### src/rtl/lscan_pkg.sv
package lscan_pkg;

  // Phases of one line readout.
  typedef enum logic [2:0] {
    ST_IDLE  = 3'd0,
    ST_XFER  = 3'd1,
    ST_DELAY = 3'd2,
    ST_PIX   = 3'd3,
    ST_DONE  = 3'd4
  } lscan_state_e;

  function automatic int max3(input int a, input int b, input int c);
    int m;
    m = (a > b) ? a : b;
    return (m > c) ? m : c;
  endfunction

endpackage

### src/rtl/lscan_rst_sync.sv
// Asserts asynchronously, releases after two clock edges.
module lscan_rst_sync (
  input  logic clk,
  input  logic arst_n,
  output logic rst_sync_n
);

  logic [1:0] sync_q;

  always_ff @(posedge clk or negedge arst_n) begin
    if (!arst_n) begin
      sync_q <= 2'b00;
    end else begin
      sync_q <= {sync_q[0], 1'b1};
    end
  end

  assign rst_sync_n = sync_q[1];

endmodule

### src/rtl/lscan_launch_gate.sv
// Holds pending line requests and enforces the minimum strobe low time.
module lscan_launch_gate #(
  parameter int LOW_MIN = 7
) (
  input  logic clk,
  input  logic rst_n,
  input  logic start_req,
  input  logic in_idle,
  input  logic xfer_on,
  output logic go
);

  localparam int LW = (LOW_MIN > 2) ? $clog2(LOW_MIN) : 1;
  localparam logic [LW-1:0] LOW_TOP = LW'(LOW_MIN - 1);

  logic [LW-1:0] low_q, low_d;
  logic          low_en;
  logic          low_met;
  logic          pend_q, pend_d, pend_en;

  // Next-state logic
  always_comb begin
    low_met = (low_q == LOW_TOP);
    go      = in_idle & low_met & (pend_q | start_req);
    // Low-time counter: cleared while strobe high, saturates at LOW_TOP.
    low_en  = xfer_on | ~low_met;
    low_d   = xfer_on ? '0 : (low_q + 1'b1);
    // Pending request: consumed by a launch, set by any other request.
    pend_en = go | start_req;
    pend_d  = ~go;
  end

  // Registers
  always_ff @(posedge clk or negedge rst_n) begin
    if (!rst_n) begin
      low_q  <= LOW_TOP;
      pend_q <= 1'b0;
    end else begin
      if (low_en)  low_q  <= low_d;
      if (pend_en) pend_q <= pend_d;
    end
  end

endmodule

### src/rtl/lscan_phase_seq.sv
// Line phase sequencer with one shared phase counter.
module lscan_phase_seq
  import lscan_pkg::*;
#(
  parameter int HIGH_CYC  = 3,
  parameter int VIDEO_DLY = 71,
  parameter int NUM_PIX   = 128,
  parameter int CNT_W     = 8
) (
  input  logic               clk,
  input  logic               rst_n,
  input  logic               go,
  output lscan_state_e       state_q,
  output logic [CNT_W-1:0]   cnt_q
);

  localparam logic [CNT_W-1:0] HI_LAST  = CNT_W'(HIGH_CYC - 1);
  localparam logic [CNT_W-1:0] DLY_LAST = CNT_W'(VIDEO_DLY - 1);
  localparam logic [CNT_W-1:0] PIX_LAST = CNT_W'(NUM_PIX - 1);

  lscan_state_e     state_d;
  logic [CNT_W-1:0] cnt_d;
  logic             cnt_en;
  logic             phase_end;

  // Next-state logic
  always_comb begin
    unique case (state_q)
      ST_XFER:  phase_end = (cnt_q == HI_LAST);
      ST_DELAY: phase_end = (cnt_q == DLY_LAST);
      ST_PIX:   phase_end = (cnt_q == PIX_LAST);
      default:  phase_end = 1'b0;
    endcase

    state_d = state_q;
    unique case (state_q)
      ST_IDLE:  if (go)        state_d = ST_XFER;
      ST_XFER:  if (phase_end) state_d = ST_DELAY;
      ST_DELAY: if (phase_end) state_d = ST_PIX;
      ST_PIX:   if (phase_end) state_d = ST_DONE;
      ST_DONE:                 state_d = ST_IDLE;
      default:                 state_d = ST_IDLE;
    endcase

    cnt_en = (state_q != ST_IDLE);
    cnt_d  = (state_d != state_q) ? '0 : (cnt_q + 1'b1);
  end

  // Registers
  always_ff @(posedge clk or negedge rst_n) begin
    if (!rst_n) begin
      state_q <= ST_IDLE;
      cnt_q   <= '0;
    end else begin
      state_q <= state_d;
      if (cnt_en) cnt_q <= cnt_d;
    end
  end

endmodule

### src/rtl/lscan_out_dec.sv
// Decodes phase and counter into the sensor strobe and pixel flags.
module lscan_out_dec
  import lscan_pkg::*;
#(
  parameter int CNT_W = 8,
  parameter int IDX_W = 7
) (
  input  lscan_state_e     state_q,
  input  logic [CNT_W-1:0] cnt_q,
  output logic             line_xfer,
  output logic             pix_valid,
  output logic [IDX_W-1:0] pix_idx,
  output logic             line_done
);

  always_comb begin
    line_xfer = (state_q == ST_XFER);
    pix_valid = (state_q == ST_PIX);
    line_done = (state_q == ST_DONE);
    pix_idx   = pix_valid ? IDX_W'(cnt_q) : '0;
  end

endmodule

### src/rtl/lscan_timing_gen.sv
module lscan_timing_gen
  import lscan_pkg::*;
#(
  parameter int HIGH_CYC  = 3,
  parameter int LOW_MIN   = 7,
  parameter int VIDEO_DLY = 71,
  parameter int NUM_PIX   = 128
) (
  input  logic                       clk,
  input  logic                       rst_n,
  input  logic                       start_req,
  output logic                       line_xfer,
  output logic                       pix_valid,
  output logic [$clog2(NUM_PIX)-1:0] pix_idx,
  output logic                       line_done
);

  localparam int IDX_W = $clog2(NUM_PIX);
  localparam int CNT_W = $clog2(max3(HIGH_CYC, VIDEO_DLY, NUM_PIX) + 1);

  logic             rst_core_n;
  logic             go;
  lscan_state_e     state_q;
  logic [CNT_W-1:0] cnt_q;

  lscan_rst_sync u_rst_sync (
    .clk        (clk),
    .arst_n     (rst_n),
    .rst_sync_n (rst_core_n)
  );

  lscan_launch_gate #(
    .LOW_MIN (LOW_MIN)
  ) u_gate (
    .clk       (clk),
    .rst_n     (rst_core_n),
    .start_req (start_req),
    .in_idle   (state_q == ST_IDLE),
    .xfer_on   (state_q == ST_XFER),
    .go        (go)
  );

  lscan_phase_seq #(
    .HIGH_CYC  (HIGH_CYC),
    .VIDEO_DLY (VIDEO_DLY),
    .NUM_PIX   (NUM_PIX),
    .CNT_W     (CNT_W)
  ) u_seq (
    .clk     (clk),
    .rst_n   (rst_core_n),
    .go      (go),
    .state_q (state_q),
    .cnt_q   (cnt_q)
  );

  lscan_out_dec #(
    .CNT_W (CNT_W),
    .IDX_W (IDX_W)
  ) u_dec (
    .state_q   (state_q),
    .cnt_q     (cnt_q),
    .line_xfer (line_xfer),
    .pix_valid (pix_valid),
    .pix_idx   (pix_idx),
    .line_done (line_done)
  );

endmodule

### config.mk
export PLATFORM = sky130hd
export DESIGN_NAME = lscan_timing_gen
export DESIGN_NICKNAME = d
export VERILOG_FILES = /design/src/rtl/lscan_pkg.sv /design/src/rtl/lscan_rst_sync.sv /design/src/rtl/lscan_launch_gate.sv /design/src/rtl/lscan_phase_seq.sv /design/src/rtl/lscan_out_dec.sv /design/src/rtl/lscan_timing_gen.sv
export SDC_FILE = /design/constraint.sdc
export NUM_CORES = 1
export LEC_CHECK = 0
export ABC_AREA = 1
export BUFFER_PORTS_ARGS = -buffer_cell sky130_fd_sc_hd__buf_2
export CAP_MARGIN = 25
export CELL_PAD_IN_SITES_DETAIL_PLACEMENT = 0
export CELL_PAD_IN_SITES_GLOBAL_PLACEMENT = 1
export CORE_ASPECT_RATIO = 0.5
export CORE_MARGIN = 2
export CORE_UTILIZATION = 41
export CTS_BUF_LIST = sky130_fd_sc_hd__clkbuf_8 sky130_fd_sc_hd__clkbuf_16
export DETAILED_ROUTE_END_ITERATION = 10
export PLACE_DENSITY_LB_ADDON = 0.25
export RECOVER_POWER = 25
export SLEW_MARGIN = 20
export SYNTH_ARGS = -nofsm -noshare
export SYNTH_HDL_FRONTEND = slang
export SYNTH_SLANG_ARGS = --single-unit
export TNS_END_PERCENT = 100
### constraint.sdc
create_clock -name clk -period 1.1 [get_ports clk]
set_clock_uncertainty 0.05 [all_clocks]
set_input_delay 0.165 -clock clk [delete_from_list [all_inputs] [get_ports clk]]
set_output_delay 0.165 -clock clk [all_outputs]
set_load 0.01 [all_outputs]
Word level (Yosys, flattened, before mapping)
Index checks and enable logic that the tools add are counted.
- register bits: 17
- latch bits: 0
- RAM bits: 0
- ROM bits: 0
- input port bits: 3
- memories kept: 0
- add/sub/neg operators: 2
- multiply operators: 0
- divide/modulo/power cells: 0
- order comparisons: 0
- eq/ne operators: 9
- shift-type cells: 0
- muxes and demuxes: 9
- bitwise logic cells: 7
- reductions and logical operators: 2
- operators with widths (operator ; number):
    == test 8 x 7 -> 1 bit, second input constant ; 2
    2-to-1 mux 3 bit ; 5
    one-hot mux 3 bit (4 select lines) ; 1
    adder 8 x 1 -> 8 bit, second input constant ; 1
    == test 8 x 2 -> 1 bit, second input constant ; 1
    2-to-1 mux 8 bit ; 1
    2-to-1 mux 7 bit ; 1
    == test 3 x 2 -> 1 bit, second input constant ; 2
    == test 3 bit, second input constant ; 2
    adder 3 x 1 -> 3 bit, second input constant ; 1
    == test 3 x 1 -> 1 bit, second input constant ; 1
    logical NOT 3 bit ; 1
    != test 3 bit ; 1
    OR 1 bit ; 3
    one-hot mux 1 bit (3 select lines) ; 1
    nonzero test 3 bit ; 1
    bitwise AND 1 bit ; 2
    NOT 1 bit ; 2

Longest topological paths before layout
Gate-level depths: netlist of run 1.
- depth after elaboration: 7
- gate-level depth with buffers: 11

Cells and area by module
From an unflattened synthesis of run 1, not the netlist that was laid out.
- cell total of the unflattened synthesis: 146
- area total of the unflattened synthesis: 1043.5 µm²
- by module, submodules not included (module ; instances ; cells each ; area an instance (µm²) ; sequential area each (µm²)):
    lscan_phase_seq ; 1 ; 90 ; 650.6 ; 275.3
    lscan_launch_gate ; 1 ; 27 ; 226.5 ; 102.6
    lscan_out_dec ; 1 ; 20 ; 90.1 ; 0.0
    lscan_rst_sync ; 1 ; 3 ; 53.8 ; 50.0
    lscan_timing_gen ; 1 ; 6 ; 22.5 ; 0.0

Least setup slack after synthesis of run 1
Ideal clock, no wire load.
- path type: reg-to-reg
- start point: reg u_seq.state_q[1]
- end point: reg u_seq.cnt_q[0]
- arrival time: 1.360 ns
- data required time: 0.934 ns
- path slack: -0.426 ns
- stages on the path, launching flop included: 8
- period minus slack after synthesis: 1.526 ns
- cells stage by stage: dfrtp_1 -> buf_6 -> nor3_1 -> nand3_1 -> nand3_1 -> nor2_2 -> nand2_1 -> nand2_1
- elaborated cells on any way between the ends: 15
- RTL lines (element ; line ; RTL):
    from (decl) ; lscan_phase_seq.sv:13 ; output lscan_state_e state_q,
    from (signal assigned) ; lscan_phase_seq.sv:55 ; state_q <= state_d;
    == test 3 x 1 -> 1 bit (*) ; -- ;
    named net line_xfer ; lscan_timing_gen.sv:12 ; output logic line_xfer,
    one-hot mux 1 bit (3 select lines) ; lscan_phase_seq.sv:28 ; unique case (state_q)
    2-to-1 mux 3 bit, on equally long branches ; lscan_phase_seq.sv:40, lscan_phase_seq.sv:38, lscan_phase_seq.sv:39 ;
    one-hot mux 3 bit (4 select lines) (*) ; lscan_phase_seq.sv:36 ; unique case (state_q)
    != test 3 bit (*) ; lscan_phase_seq.sv:46 ; cnt_d = (state_d != state_q) ? '0 : (cnt_q + 1'b1);
    2-to-1 mux 8 bit (*) ; lscan_phase_seq.sv:46 ;
    to (signal assigned) ; lscan_phase_seq.sv:56 ; if (cnt_en) cnt_q <= cnt_d;
    to (decl) ; lscan_phase_seq.sv:14 ; output logic [CNT_W-1:0] cnt_q
The timed path passes the listed nets; every way through them passes the cells marked *.
A chain may end at the register's enable or synchronous reset.

Worst setup path in the final report of run 1
- start point: reg u_seq.state_q[1]
- end point: out line_xfer
- word-level cells in the longest chain between the ends: 1
- RTL lines (element ; line ; RTL):
    == test 3 x 1 -> 1 bit ; lscan_out_dec.sv:17 ; line_xfer = (state_q == ST_XFER);
    to (decl) ; lscan_timing_gen.sv:12 ;
No other way between the ends.

==> out/metrics.yaml, run 1 <==
power_and_ir_drop:
  power_uw: 4392
  combPwrFrac_pct: 63.8
  p_int_uw: 2580
  pwr-share-seq_pct: 24.9
  power.net_switching_uw: 1813
  powerDensity_mw_per_mm2: 2464
  switching_share_pct: 41.27
  p_leak_uw: 0.0008855
  clkPwrFrac_pct: 11.3
  ir_worst_vdd_v: 0.001253
detailed_routing:
  num_vias: 1061
  drtAntennaViolNets: 0
  avgViaCountPerCell: 4.554
  wl_per_cell_um: 11.62
  drt_drc_violations_left: 0
  dr.first_iter.drc_count: 27
  first_pass_iters: 4
  routed_wl_um: 2707
floorplan:
  initial_core_util_pct: 42.23
  boundaryPins: 13
  rows: 13
  die_w_um: 76.54
  core_area_mm2: 0.002554
  die_y_um: 40.27
  die-area_mm2: 0.003082
critical_path:
  end_kind: "output port"
  critPathKind: "flip-flop to output port"
  r2r-start: "u_seq.state_q[0]"
  crit_end: "line_xfer"
  cp.required_ps: 880
  reg2reg_to: "u_seq.cnt_q[4]"
  critPathArrivalTime_ps: 1350
  crit_start: "u_seq.state_q[1]"
  r2r_cells: 8
  reg2reg_slack_ps: -450
  crit_fanout: 6
  startpoint_type: "flip-flop"
timing:
  fin_crit_sh_pct: 142.5
  drv_slew: 0
  hold_viol: 0
  setup_violations: 25
  finalSetupTns_ps: -9184
  rsz0062_at_grt: "yes"
  fin_ws_ps: -467.1
  period_needed_ps: 1567
  fmaxAchievable_mhz: 638.1
global_routing:
  grt_pass1_wl_um: 4333
  grt_use_total_pct: 18.96
  grt_pass1_vias: 961
  antenna_found_initial: 0
  overflow: 0
  grt_max_degree: 12
clock_network:
  cts_buffer_depth: 2
  clock_sinks: 17
  cts_tree: "built"
  clk_latency_ps: 260
  cts-root-buf: "clkbuf_8"
  cts_buffers: 3
  path_clk_slew_ps: 70
  htree_levels: 1
layout:
  syn_to_final_growth_pct: 65.31
  antenna_cells: 0
  fin_cells: 233
  drive_above_1_share_pct: 56.63
  nets: 203
  stdcell_area_mm2: 0.001783
yosys:
  synth_flop_cell: "dfrtp_1"
  synth_seq_cells: 17
  synth_top_area_share_pct: 34.80
  synth_edf_count: 0
  syn_avg_cell_area_um2: 7.930
  synth_seq_area_share_pct: 39.68
  ys_warn_count: 0
  synth_common_cells: "nand2_1, nor2_1, dfrtp_1, inv_1, nand3_1"
  synth.distinct_cells: 29
  synth_top_area_cell: "dfrtp_1"
  yosysMostFrequentCell: "nand2_1"
  synth.top_cells.by_area: "dfrtp_1, nand2_1, nor2_1, inv_1, dfstp_2"
  async_reset_ff_share_pct: 100.0
  synth_cells: 136
  syn-num-nets: 142
  syn_area_mm2: 0.001079
placement:
  gp_congestion: 0.8503
  place_hpwl_um: 1944
  dpl_worst_slack_ps: -578.2
  numPlacedInstances: 219
  placed_cell_area_mm2: 0.001476
  io_buffers: 12
outcome:
  status: "complete, but fails checks"
  violations: "negative setup slack"
run:
  cap_violations: 0
hold_path:
  hold_class: "flip-flop to async pin"
-- kinds of logic (layout without fill, tap and decap cells) --
| family | Yosys count | in the layout | synth area share [%] |
|---|---|---|---|
| AOI/OAI and AO/OA | 11 | 11 | 6.612 |
| xor gates and xnor gates | 6 | 6 | 4.872 |
| adders and majority gates | 3 | 3 | 3.481 |
| buffers and inverters | 21 | 81 | 8.932 |
| DFF | 17 | 17 | 39.68 |
| other | 1 | 1 | 0.3477 |
| and+or+nand+nor | 77 | 77 | 36.08 |
-- layout by cell type (no fill, tap or decap), types with 2 or more instances in the layout --
| master | synthesis | final |
|---|---|---|
| dfstp_2 | 2 | 2 |
| nor3_2 | 4 | 6 |
| dfrtp_1 | 15 | 12 |
| clkbuf_8 | 0 | 3 |
| buf_2 | 0 | 6 |
| a21oi_1 | 3 | 2 |
| nand2_4 | 1 | 4 |
| o211ai_1 | 2 | 2 |
| xor2_1 | 4 | 4 |
| nand2_2 | 3 | 6 |
| dfrtp_2 | 0 | 3 |
| nand3_1 | 7 | 2 |
| nand3_2 | 3 | 8 |
| nor2_1 | 23 | 17 |
| nand2_1 | 28 | 22 |
| buf_6 | 2 | 18 |
| inv_1 | 15 | 12 |
| nor2_2 | 2 | 4 |
| inv_4 | 1 | 2 |
| ha_1 | 3 | 2 |
| xnor2_1 | 2 | 2 |
| buf_4 | 0 | 32 |
| nor2_4 | 1 | 5 |
| inv_2 | 3 | 5 |
-- worst min-delay path by stage --
stage / start / end / slack [ps] / depth (start not counted)
CTS: u_rst_sync.sync_q[1] / u_gate.pend_q / 40 / 0
finish: u_rst_sync.sync_q[1] / u_gate.low_q[0] / 30 / 0
detailed placement: rst_n / u_rst_sync.sync_q[0] / -100 / 1
global route: u_rst_sync.sync_q[1] / u_gate.low_q[0] / 60 / 0
floorplan: rst_n / u_rst_sync.sync_q[0] / -180 / 0
global placement: rst_n / u_rst_sync.sync_q[0] / -100 / 1
-- repair_timing --
item | CTS | global route
setup endpoints to repair | 25 | 25
hold buffers | 1 | 0
hold endpoints to repair | 2 | 0
setup buffers | 7 | 4
resized for setup | 29 | 17
pin swaps | 7 | 10
-- stage by stage --
step	util [%]	hold WS (ps)
after floorplan	-	-180.6
after global placement	57.81	-98.22
after detailed placement	57.81	-98.26
after CTS	66.24	40.91
after global routing	69.82	57.94
final	69.82	34.20
-- worst max-delay path: stages, from the launching register on --
cell,delay (ps)
dfrtp_2,490
buf_4,170
nor3_4,210
buf_6,140
buf_6,90
-- power by group through the flow --
stage               logic (µW)  clock network (µW)  registers (µW)
floorplan                 1350                   0            1060
global placement          2190                   0            1100
detailed placement        2230                   0            1110
CTS                       2550                 504            1090
global route              3090                 531            1130
finish                    2800                 496            1090
-- sequential cells by signal, summed over array words and instances (netlist names) --
signal / count
u_seq.cnt_q: 8
u_gate.low_q: 3
u_seq.state_q: 3
u_rst_sync.sync_q: 2
u_gate.pend_q: 1
-- area by class of cell --
| cell class | count | area (µm²) |
|---|---|---|
| fillers | 218 | 770.7 |
| multi-input cells | 98 | 693.2 |
| repair buffers | 58 | 486.7 |
| flip-flops and latches | 17 | 431.7 |
| inverters | 19 | 76.32 |
| well taps | 37 | 46.29 |
| clock buffers | 3 | 41.29 |
| clock inverters | 1 | 7.507 |
-- routing by layer --
layer | vias to the layer above | track usage [%] | share of wire [%]
met5 | - | 0 | 0
met4 | 0 | 2.727 | 0
met3 | 0 | 5.405 | 2.9
met2 | 13 | 36.50 | 50
met1 | 500 | 22.78 | 47
li1 | 548 | - | -
No activity file was read; power rests on OpenSTA's default activity.
==> run 2: changes to the inputs <==
CORE_ASPECT_RATIO = 0.7   (was 0.5)
==> run 2 against run 1 <==
Net effect: the flow still finishes with violations (negative setup slack); non-clock buffer count shrank 2; setup slack lost 15 ps; hold slack gained 51 ps; final cell count shrank 2.1%; critical path depth grew 4; routed wire length shrank 0.33%; highest routed layer is now met4.
==> out/metrics.yaml, run 2 (synthesis results as in run 1) <==
floorplan:
  rows: 15  # +2
  boundaryPins: 13  # unchanged
  die-area_mm2: 0.003063  # -0.60%
  die_w_um: 65.30  # -15%
  initial_core_util_pct: 43.54  # +1.3 points
  die_y_um: 46.91  # +17%
  core_area_mm2: 0.002477  # -3.0%
timing:
  fmaxAchievable_mhz: 631.9  # -0.97%
  rsz0062_at_grt: "yes"
  fin_ws_ps: -482.4  # -15.32 ps
  setup_violations: 25  # unchanged
  fin_crit_sh_pct: 143.9  # +1.4 points
  period_needed_ps: 1582  # +15.32 ps
  finalSetupTns_ps: -9731  # -546.4 ps
  drv_slew: 0  # unchanged
  hold_viol: 0  # unchanged
power_and_ir_drop:
  p_int_uw: 2377  # -7.9%
  switching_share_pct: 40.99  # -0.28 points
  power.net_switching_uw: 1651  # -8.9%
  powerDensity_mw_per_mm2: 2420  # -1.8%
  clkPwrFrac_pct: 11.4  # about the same
  p_leak_uw: 0.0008515  # -3.8%
  combPwrFrac_pct: 61.0  # -2.8 points
  ir_worst_vdd_v: 0.001430  # +14%
  power_uw: 4027  # -8.3%
  pwr-share-seq_pct: 27.6  # +2.7 points
critical_path:
  crit_fanout: 6  # unchanged
  cp.required_ps: 1190  # +310 ps
  startpoint_type: "flip-flop"
  end_kind: "flip-flop"
  critPathMaxStageDelay_ps: 450  # -40 ps
  cp_cell_sequence: "buf_6, nand3_4, nand2_2, nand2_2, nor3_2, nand3_2, o21ai_4, nor2_1"
  critPathArrivalTime_ps: 1670  # +320 ps
  critical_path.most_common_cell: "nand2_2"
  critPathKind: "flip-flop to flip-flop"
  slowest_stage: "dfrtp_2"
global_routing:
  grt_use_total_pct: 19.34  # +0.38 points
  grt_pass1_wl_um: 4319  # -0.32%
  overflow: 0  # unchanged
  grt_max_degree: 11  # -1
  antenna_found_initial: 0  # unchanged
  grt_pass1_vias: 936  # -2.6%
layout:
  multi_input_area_um2: 634.4  # -8.5%
  regArea_um2: 431.7  # unchanged
  fill_cells: 217  # -0.46%
  final_common_cell: "buf_4"
  antenna_cells: 0  # unchanged
  largest_register: "u_seq.cnt_q"
  nets: 201  # -0.99%
  largest_reg_flops: 8  # unchanged
  reg_top3: "u_seq.cnt_q: 8 flops, u_gate.low_q: 3 flops, u_seq.state_q: 3 flops"
  drive_above_1_share_pct: 50.00  # -6.6 points
  final_core_util_pct: 67.17  # -2.6 points
  mostFrequentLayoutCells: "buf_4, nand2_1, nor2_1, inv_1, dfrtp_1"
  stdcell_area_mm2: 0.001664  # -6.7%
  syn_to_final_growth_pct: 54.29
detailed_routing:
  wl_per_cell_um: 11.83  # +1.9%
  first_pass_iters: 4  # unchanged
  avgViaCountPerCell: 4.469  # -1.9%
  num_vias: 1019  # -4.0%
  dr.first_iter.drc_count: 44  # +63%
  drtAntennaViolNets: 0  # unchanged
  routed_wl_um: 2698  # -0.33%
  drt_drc_violations_left: 0  # unchanged
clock_network:
  cts_tree: "built"
  clk_latency_ps: 250  # about the same
  cts_buffer_depth: 2  # unchanged
  clock_sinks: 17  # unchanged
  path_clk_slew_ps: 70  # about the same
  htree_levels: 1  # unchanged
  cts-root-buf: "clkbuf_8"
  cts_buffers: 3  # unchanged
placement:
  gp_congestion: 0.7987  # -6.1%
  io_buffers: 12  # unchanged
  placed_cell_area_mm2: 0.001488  # +0.76%
  place_hpwl_um: 1965  # +1.1%
hold_path:
  hold_class: "input port to flip-flop"
outcome:
  violations: "negative setup slack"
  status: "complete, but fails checks"
run:
  cap_violations: 0  # unchanged
-- run 2: path summary, 6_finish.rpt --
kind                                       from              end  slack [ps]  cells past startpoint
max in group asynchronous  u_rst_sync.sync_q[1]  u_gate.low_q[2]         430                      1
min in group asynchronous  u_rst_sync.sync_q[1]   u_seq.cnt_q[0]         120                      1
min                                   start_req    u_gate.pend_q          90                      3
min reg2reg                u_rst_sync.sync_q[1]   u_seq.cnt_q[0]         120                      1
max reg2reg                    u_seq.state_q[0]   u_seq.cnt_q[4]        -480                      8
max                            u_seq.state_q[0]   u_seq.cnt_q[4]        -480                      8
-- run 2: repair_timing --
item	in CTS	in global routing
resized for setup	13	9
hold buffers	1	0
endpoints found under the hold margin	2	0
pin swaps	4	4
endpoints found under the setup margin	25	25
setup buffers	4	1
-- run 2: metrics by stage --
stage	setup WS, ps	hold slack (ps)	cells
final	-482.4	85.25	228
after global routing	-559.0	89.52	228
after CTS	-465.4	82.80	227
after detailed placement	-495.5	-99.00	218
after global placement	-425.8	-100.2	218
after floorplan	-324.9	-180.6	136
-- run 2: layout make-up --
class,count,area share [%]
clock buffers,3,2.481
well taps,34,2.556
inverters,19,4.586
repair buffers,56,26.01
flip-flops and latches,17,25.94
multi-input cells,98,38.12
clock inverters,1,0.3008
-- run 2: worst max-delay path: cells and delay by family (launching register included) --
kind                   cells  cell delay [ps]
and+or+nand+nor            6              580
DFF                        1              450
AOI/OAI and AO/OA          1              260
buffers and inverters      1              130
-- run 2: power groups by stage --
stage	sequential, µW	clock (µW)	combinational [µW]
after global placement	1090	0	2190
final	1110	459	2460
after global routing	1140	510	2730
after CTS	1100	478	2370
after floorplan	1060	0	1350
after detailed placement	1110	0	2230
-- run 2: per-layer routing --
layer	vias up	share of wire [%]	global-route usage [%]
met4	0	0.37	6.250
li1	548	-	-
met2	19	45	29.80
met1	450	50	27.18
met3	2	4.3	5.036
met5	-	0	0
